`src/rtl/dseq_pkg.sv`:
```
package dseq_pkg;
   typedef enum logic [1:0] {
      CMD_NOP = 2'b00,
      CMD_ACT = 2'b01,
      CMD_RD  = 2'b10,
      CMD_PRE = 2'b11
   } dcmd_e;

   typedef enum logic [2:0] {
      ST_IDLE = 3'd0,
      ST_PRE  = 3'd1,
      ST_ACT  = 3'd2,
      ST_RD   = 3'd3,
      ST_DATA = 3'd4
   } dstate_e;

   localparam int unsigned NUM_TIMING = 4;
   localparam int unsigned IDX_CL  = 0;
   localparam int unsigned IDX_RCD = 1;
   localparam int unsigned IDX_RP  = 2;
   localparam int unsigned IDX_RAS = 3;

   localparam int unsigned NUM_EVT = 3;
   localparam int unsigned EV_ACT  = 0;
   localparam int unsigned EV_PRE  = 1;
   localparam int unsigned EV_RD   = 2;
endpackage

```
`src/rtl/dseq_elapsed.sv`:
```
module dseq_elapsed #(
   parameter int unsigned CW = 5
) (
   input  logic          clk,
   input  logic          rst_n,
   input  logic          mark,
   output logic [CW-1:0] count
);
   localparam logic [CW-1:0] SAT = '1;
   localparam logic [CW-1:0] ONE = CW'(1);

   if (CW < 2) begin : g_bad_cw
      $error("dseq_elapsed: CW must be at least 2");
   end

   always_ff @(posedge clk) begin
      if (!rst_n)            count <= SAT;
      else if (mark)         count <= ONE;
      else if (count != SAT) count <= count + ONE;
   end

   // the count restarts at one in the cycle after the event
   a_r9_restart_after_mark: assert property (@(posedge clk) disable iff (!rst_n)
      mark |=> count == ONE);
endmodule

```
`src/rtl/dseq_timing_latch.sv`:
```
module dseq_timing_latch #(
   parameter int unsigned TW = 4,
   parameter int unsigned NT = 4
) (
   input  logic                 clk,
   input  logic                 rst_n,
   input  logic                 load,
   input  logic [NT-1:0][TW-1:0] raw,
   input  logic                 two_t_in,
   output logic [NT-1:0][TW-1:0] eff,
   output logic                 two_t
);
   localparam logic [TW-1:0] ONE = TW'(1);

   if (TW < 2 || TW > 8) begin : g_bad_tw
      $error("dseq_timing_latch: TW out of range 2..8");
   end

   for (genvar g = 0; g < NT; g++) begin : g_field
      always_ff @(posedge clk) begin
         if (!rst_n)    eff[g] <= ONE;
         else if (load) eff[g] <= (raw[g] == '0) ? ONE : raw[g];
      end
      // a captured value is never zero
      a_r12_nonzero: assert property (@(posedge clk) disable iff (!rst_n)
         eff[g] != '0);
   end

   always_ff @(posedge clk) begin
      if (!rst_n)    two_t <= 1'b0;
      else if (load) two_t <= two_t_in;
   end

   // captured values move only on a load
   a_r13_hold: assert property (@(posedge clk) disable iff (!rst_n)
      !load |=> $stable(eff) && $stable(two_t));
endmodule

```
`src/rtl/dseq_row_track.sv`:
```
module dseq_row_track #(
   parameter int unsigned ROW_W = 14
) (
   input  logic             clk,
   input  logic             rst_n,
   input  logic             act_fire,
   input  logic             pre_fire,
   input  logic [ROW_W-1:0] act_row,
   input  logic [ROW_W-1:0] probe_row,
   output logic             row_open,
   output logic             row_hit
);
   logic [ROW_W-1:0] open_row;

   always_ff @(posedge clk) begin
      if (!rst_n) begin
         row_open <= 1'b0;
         open_row <= '0;
      end else if (act_fire) begin
         row_open <= 1'b1;
         open_row <= act_row;
      end else if (pre_fire) begin
         row_open <= 1'b0;
      end
   end

   assign row_hit = row_open && (open_row == probe_row);

   // no activate into an open bank, no precharge of a closed one
   a_r8_act_closed: assert property (@(posedge clk) disable iff (!rst_n)
      act_fire |-> !row_open);
   a_r8_pre_open: assert property (@(posedge clk) disable iff (!rst_n)
      pre_fire |-> row_open);
endmodule

```
`src/rtl/dram_bank_seq.sv`:
```
module dram_bank_seq
   import dseq_pkg::*;
#(
   parameter int unsigned ROW_W = 14,
   parameter int unsigned COL_W = 10,
   parameter int unsigned TW    = 4
) (
   input  logic             clk,
   input  logic             rst_n,
   input  logic             req_valid,
   output logic             req_ready,
   input  logic [ROW_W-1:0] req_row,
   input  logic [COL_W-1:0] req_col,
   input  logic [TW-1:0]    cfg_cl,
   input  logic [TW-1:0]    cfg_trcd,
   input  logic [TW-1:0]    cfg_trp,
   input  logic [TW-1:0]    cfg_tras,
   input  logic             cfg_two_t,
   output logic             busy,
   output logic             cmd_cs,
   output logic [1:0]       cmd_code,
   output logic [ROW_W-1:0] cmd_row,
   output logic [COL_W-1:0] cmd_col,
   output logic             rd_valid
);
   localparam int unsigned CW = TW + 1;

   if (ROW_W < 1 || COL_W < 1) begin : g_bad_addr
      $error("dram_bank_seq: address widths must be positive");
   end

   dstate_e                      state, state_nx;
   logic                         sel_done;
   logic [ROW_W-1:0]             lat_row;
   logic [COL_W-1:0]             lat_col;
   logic [NUM_TIMING-1:0][TW-1:0] cfg_raw, cfg_eff;
   logic                         two_t;
   logic                         accept, elig, fire, sel_fire;
   logic                         row_open, row_hit;
   logic [NUM_EVT-1:0]           ev_mark;
   logic [NUM_EVT-1:0][CW-1:0]   ev_cnt;
   dcmd_e                        st_cmd;

   assign cfg_raw = {cfg_tras, cfg_trp, cfg_trcd, cfg_cl};
   assign accept  = req_valid && req_ready;

   dseq_timing_latch #(.TW(TW), .NT(NUM_TIMING)) u_tlat (
      .clk      (clk),
      .rst_n    (rst_n),
      .load     (accept),
      .raw      (cfg_raw),
      .two_t_in (cfg_two_t),
      .eff      (cfg_eff),
      .two_t    (two_t)
   );

   for (genvar e = 0; e < NUM_EVT; e++) begin : g_evt
      dseq_elapsed #(.CW(CW)) u_cnt (
         .clk   (clk),
         .rst_n (rst_n),
         .mark  (ev_mark[e]),
         .count (ev_cnt[e])
      );
   end

   dseq_row_track #(.ROW_W(ROW_W)) u_rows (
      .clk       (clk),
      .rst_n     (rst_n),
      .act_fire  (ev_mark[EV_ACT]),
      .pre_fire  (ev_mark[EV_PRE]),
      .act_row   (lat_row),
      .probe_row (req_row),
      .row_open  (row_open),
      .row_hit   (row_hit)
   );

   // eligibility of the command owned by the current state
   always_comb begin
      elig   = 1'b0;
      st_cmd = CMD_NOP;
      unique case (state)
         ST_PRE: begin
            st_cmd = CMD_PRE;
            elig   = ev_cnt[EV_ACT] >= {1'b0, cfg_eff[IDX_RAS]};
         end
         ST_ACT: begin
            st_cmd = CMD_ACT;
            elig   = ev_cnt[EV_PRE] >= {1'b0, cfg_eff[IDX_RP]};
         end
         ST_RD: begin
            st_cmd = CMD_RD;
            elig   = ev_cnt[EV_ACT] >= {1'b0, cfg_eff[IDX_RCD]};
         end
         default: ;
      endcase
   end

   assign fire     = elig && (!two_t || sel_done);
   assign sel_fire = elig && two_t && !sel_done;

   assign ev_mark[EV_ACT] = fire && (state == ST_ACT);
   assign ev_mark[EV_PRE] = fire && (state == ST_PRE);
   assign ev_mark[EV_RD]  = fire && (state == ST_RD);

   assign rd_valid = (state == ST_DATA) && (ev_cnt[EV_RD] == {1'b0, cfg_eff[IDX_CL]});

   always_comb begin
      state_nx = state;
      unique case (state)
         ST_IDLE: if (accept) state_nx = !row_open ? ST_ACT : (row_hit ? ST_RD : ST_PRE);
         ST_PRE:  if (fire)   state_nx = ST_ACT;
         ST_ACT:  if (fire)   state_nx = ST_RD;
         ST_RD:   if (fire)   state_nx = ST_DATA;
         ST_DATA: if (rd_valid) state_nx = ST_IDLE;
         default: state_nx = ST_IDLE;
      endcase
   end

   always_ff @(posedge clk) begin
      if (!rst_n) begin
         state    <= ST_IDLE;
         sel_done <= 1'b0;
         lat_row  <= '0;
         lat_col  <= '0;
      end else begin
         state <= state_nx;
         if (accept) begin
            lat_row <= req_row;
            lat_col <= req_col;
         end
         if (accept || fire) sel_done <= 1'b0;
         else if (sel_fire)  sel_done <= 1'b1;
      end
   end

   assign req_ready = (state == ST_IDLE);
   assign busy      = !req_ready;
   assign cmd_cs    = fire || sel_fire;
   assign cmd_code  = fire ? st_cmd : CMD_NOP;
   assign cmd_row   = (fire && state == ST_ACT) ? lat_row : '0;
   assign cmd_col   = (fire && state == ST_RD)  ? lat_col : '0;

   // deselected cycles carry NOP
   a_r11_nop_deselected: assert property (@(posedge clk) disable iff (!rst_n)
      !cmd_cs |-> cmd_code == CMD_NOP);
   // read respects activate-to-read delay
   a_r4_trcd: assert property (@(posedge clk) disable iff (!rst_n)
      cmd_code == CMD_RD |-> ev_cnt[EV_ACT] >= {1'b0, cfg_eff[IDX_RCD]});
   // activate respects precharge time
   a_r6_trp: assert property (@(posedge clk) disable iff (!rst_n)
      cmd_code == CMD_ACT |-> ev_cnt[EV_PRE] >= {1'b0, cfg_eff[IDX_RP]});
   // precharge respects row active minimum
   a_r7_tras: assert property (@(posedge clk) disable iff (!rst_n)
      cmd_code == CMD_PRE |-> ev_cnt[EV_ACT] >= {1'b0, cfg_eff[IDX_RAS]});
   // idle again right after the data strobe
   a_r2_ready_after_data: assert property (@(posedge clk) disable iff (!rst_n)
      rd_valid |=> req_ready);
   // the strobe is a single cycle
   a_r5_single_strobe: assert property (@(posedge clk) disable iff (!rst_n)
      rd_valid |=> !rd_valid);
   // in 2T a select cycle precedes every command
   a_r10_select_lead: assert property (@(posedge clk) disable iff (!rst_n)
      (two_t && cmd_code != CMD_NOP) |-> ($past(cmd_cs) && $past(cmd_code) == CMD_NOP));
endmodule

```
`config.mk`:
```
export PLATFORM = sky130hd
export DESIGN_NAME = dram_bank_seq
export DESIGN_NICKNAME = d
export VERILOG_FILES = /design/src/rtl/dseq_pkg.sv /design/src/rtl/dseq_elapsed.sv /design/src/rtl/dseq_timing_latch.sv /design/src/rtl/dseq_row_track.sv /design/src/rtl/dram_bank_seq.sv
export SDC_FILE = /design/constraint.sdc
export NUM_CORES = 1
export LEC_CHECK = 0
export ABC_CLOCK_PERIOD_IN_PS = 2400
export BUFFER_PORTS_ARGS = -buffer_cell sky130_fd_sc_hd__clkbuf_2
export CAP_MARGIN = 20
export CORE_ASPECT_RATIO = 1.1
export CORE_MARGIN = 2
export CORE_UTILIZATION = 40
export DETAILED_ROUTE_END_ITERATION = 10
export PLACE_DENSITY = 0.73
export SETUP_SLACK_MARGIN = 0.2
export SLEW_MARGIN = 25
export SYNTH_ARGS = -nofsm -noshare
export SYNTH_HDL_FRONTEND = slang
export SYNTH_SLANG_ARGS = --single-unit
```
`constraint.sdc`:
```
create_clock -name clk -period 2.4 [get_ports clk]
set_input_delay 0.24 -clock clk [delete_from_list [all_inputs] [get_ports clk]]
set_output_delay 0.24 -clock clk [all_outputs]
set_load 0.05 [all_outputs]
```
==> impl_metrics.ini <==
[outcome]
outcome = finished, violations left
violations = setup timing

[final_layout]
instances_no_fill = 657
area_growth_pct = 49.6
layout-drive-gt1-share_pct = 39.8
antenna_cells = 0
final_net_count = 600
final_cell_area_mm2 = 0.00546
regArea_mm2 = 0.00153
fill_cells = 680
finish.utilization_pct = 61.5
multiInputGateArea_mm2 = 0.00234

[pwr]
total_power_mw = 5.88
power.leakage_nw = 2.12
seqPwrFrac_pct = 31.0
p_int_mw = 3.40
powerDensity_mw_per_mm2 = 1080
combPwrFrac_pct = 52.8
power.net_switching_mw = 2.48
p_sw_share_pct = 42.2
ir_worst_vdd_mv = 0.434
clock_power_share_pct = 16.2

[timing]
worst_slack_ns = -0.0710
fmax_mhz = 405
worst_slew_pin_slew_ns = 0.430
final_max_slew_viol_count = 0
max_slew_margin_pct = 71.3
period_minus_slack_ns = 2.47
final_hold_viol_count = 0
skew_ns = 0.00690
min_period_over_period_pct = 103
rsz0062_at_grt = true
setup_violations = 11

[routing]
drc_errors = 0
viasPerCell = 5.29
drtIter0Drc = 156
routed_wl_mm = 10.4
wl_per_cell_um = 15.8
firstDrtPassIters = 4
ant_nets = 0
via_count = 3478

[placed_design]
placedCellCount = 624
portBuffers = 73
gp_congestion = 0.839
postPlaceCellArea_mm2 = 0.00429
dp_slack_ns = -0.0151
dp_hpwl_mm = 6.42

[job]
maxCapViolations = 0

[critical_path]
startpoint_type = flip-flop
cp_slowest_cell = dfxtp_2
arrival_ns = 2.23
crit_path_max_fanout = 5
cp_cell_sequence = inv_2, ha_4, nor3b_2, o21ai_2, a32oi_4, buf_12, nor3b_4, and2_4, clkbuf_16
critPathRequiredTime_ns = 2.16
cp-end-kind = primary output
max_stage_delay_ns = 0.35
worstSetupPathType = reg -> out

[synth]
synth_top_area_share_pct = 41.1
synth_compound_area_share_pct = 16.1
synth.mux.area_fraction_pct = 2.47
synth_top_family_by_area = simple AND/OR/NAND/NOR gates
yosys_register_bits = 75
syn_area_per_cell_um2 = 8.20
synth-xor-area-share_pct = 6.48
yosysWarnings = 0
yosys.area_share.simple_pct = 21.6
synth-adder-area-share_pct = 6.17
synthArstFlopShare_pct = 0
synth_nets = 507
yosysSeqAreaShare_pct = 41.1
ys_types = 44
yosys.area.top_type = dfxtp_1
syn_area_mm2 = 0.00365
synth_edf_count = 0
ys.flop_type = dfxtp_1
synthTopCellsByArea = dfxtp_1, nand2_1, a21oi_1
synthCells = 445

[clocking]
cts.sinks = 75
ctsHtreeMaxLevel = 3
numCtsBuffers = 9
cts_tree = yes
root_buffer = clkbuf_8
cts_buffer_depth = 2
path_clk_slew_ns = 0.08
clock_latency_ns = 0.34

[die]
die_w_um = 95.1
start_util_pct = 41.1
die_y_um = 104
ios = 74
coreArea_mm2 = 0.00887
die_area_mm2 = 0.00991
num_rows = 36

[global_routing]
antenna_found_initial = 0
grt_pass1_wl_mm = 17.5
grt.overflow.total = 0
grt_max_degree = 37
grtUsageTotal_pct = 22.1
grt_pass1_vias = 3700

[min_path]
worstHoldPathType = in -> reg
==> critical path: cells and delay by family (launching register included) <==
kind	cells	cell delay [ns]
simple gates	3	0.54
buf+inv	3	0.36
flops	1	0.35
fa+ha+maj	1	0.25
compound gates	2	0.36
==> kinds of logic (layout without fill, tap and decap cells) <==
| family | count (synthesis) | after routing |
|---|---|---|
| DFF | 75 | 75 |
| AOI/OAI and AO/OA | 102 | 102 |
| buffers and inverters | 53 | 150 |
| muxes | 9 | 9 |
| adders and majority gates | 18 | 18 |
| and+or+nand+nor | 161 | 162 |
| xor gates and xnor gates | 27 | 27 |
==> what timing repair did <==
| item | in CTS | in global routing |
|---|---|---|
| endpoints found under the hold margin | 0 | 0 |
| gates cloned | 1 | 1 |
| hold buffers | 0 | 0 |
| setup endpoints to repair | 28 | 28 |
| resized for setup | 159 | 14 |
| setup buffers | 7 | 8 |
| pin swaps | 45 | 10 |
==> path summary, 6_finish.rpt <==
kind                           start            endpoint  slack (ns)  depth (start not counted)
max reg2reg  g_evt[1].u_cnt.count[3]  u_rows.open_row[4]        0.31                          9
min reg2reg            u_tlat.eff[6]       u_tlat.eff[6]        0.46                          2
min                       req_col[5]          lat_col[5]        0.11                          3
max          g_evt[1].u_cnt.count[0]          cmd_col[9]       -0.07                          9
==> registers in the layout, summed over array words and instances, names as in the netlist <==
signal	count
u_rows.row_open	1
u_tlat.two_t	1
lat_row	14
u_rows.open_row	14
lat_col	10
g_evt.u_cnt.count	15
state	3
sel_done	1
u_tlat.eff	16
==> layer usage <==
| metal | vias up | wire length, um | GRT usage [%] |
|---|---|---|---|
| met3 | 14 | 493 | 3.84 |
| met4 | 0 | 180 | 7.76 |
| met5 | - | 0 | 0 |
| met2 | 102 | 5550 | 39.7 |
| li1 | 1689 | - | - |
| met1 | 1673 | 4180 | 25.8 |
==> metrics by stage <==
step	hold slack, ns	setup TNS (ns)
floorplan	0.376	-0.0451
global placement	0.439	0
detailed placement	0.443	-0.0218
CTS	0.102	-0.352
global route	0.111	-1.39
finish	0.112	-0.596
==> power by group through the flow <==
stage	clock network (mW)	logic, mW	registers [mW]
final	0.952	3.11	1.82
after global routing	1.03	3.39	1.86
after CTS	0.969	2.91	1.81
after detailed placement	0	2.23	1.76
after global placement	0	2.16	1.74
after floorplan	0	1.70	1.69
==> cell usage in the layout (no fill, tap or decap), types with 16 or more instances in the layout <==
master and n:
dfxtp_2 16, o21ai_0 26, dfxtp_1 57, clkbuf_16 18
a21oi_1 52, xnor2_1 23, buf_4 26, inv_2 16
nand2_1 83, clkbuf_2 46
==> cell type report <==
type                            instances  share of cell area [%]
Sequential cell                        75                    28.0
Inverter                               29                    2.13
Multi-Input combinational cell        318                    42.9
Clock buffer                            9                    2.27
Clock inverter                          7                    1.26
Timing Repair Buffer                  105                    20.8
Tap cell                              114                    2.61
==> synthesized netlist by cell type, types with 2 or more instances <==
master / number
nand2_1: 83
dfxtp_1: 75
a21oi_1: 52
o21ai_0: 31
inv_1: 29
xnor2_1: 23
ha_1: 18
nand3_1: 15
clkbuf_1: 14
nor3_1: 12
and2_1: 11
mux2i_1: 9
buf_2: 8
nor2_1: 6
nor2b_1: 6
o21ai_1: 5
xor2_1: 4
a211oi_1: 3
and3_1: 3
nand2b_1: 3
nand4_1: 3
nand4b_1: 3
or3_1: 3
a32o_1: 2
nor2_2: 2
nor3b_1: 2
nor4_1: 2
o21a_1: 2
Note: power is estimated with default switching activity, not from simulation.
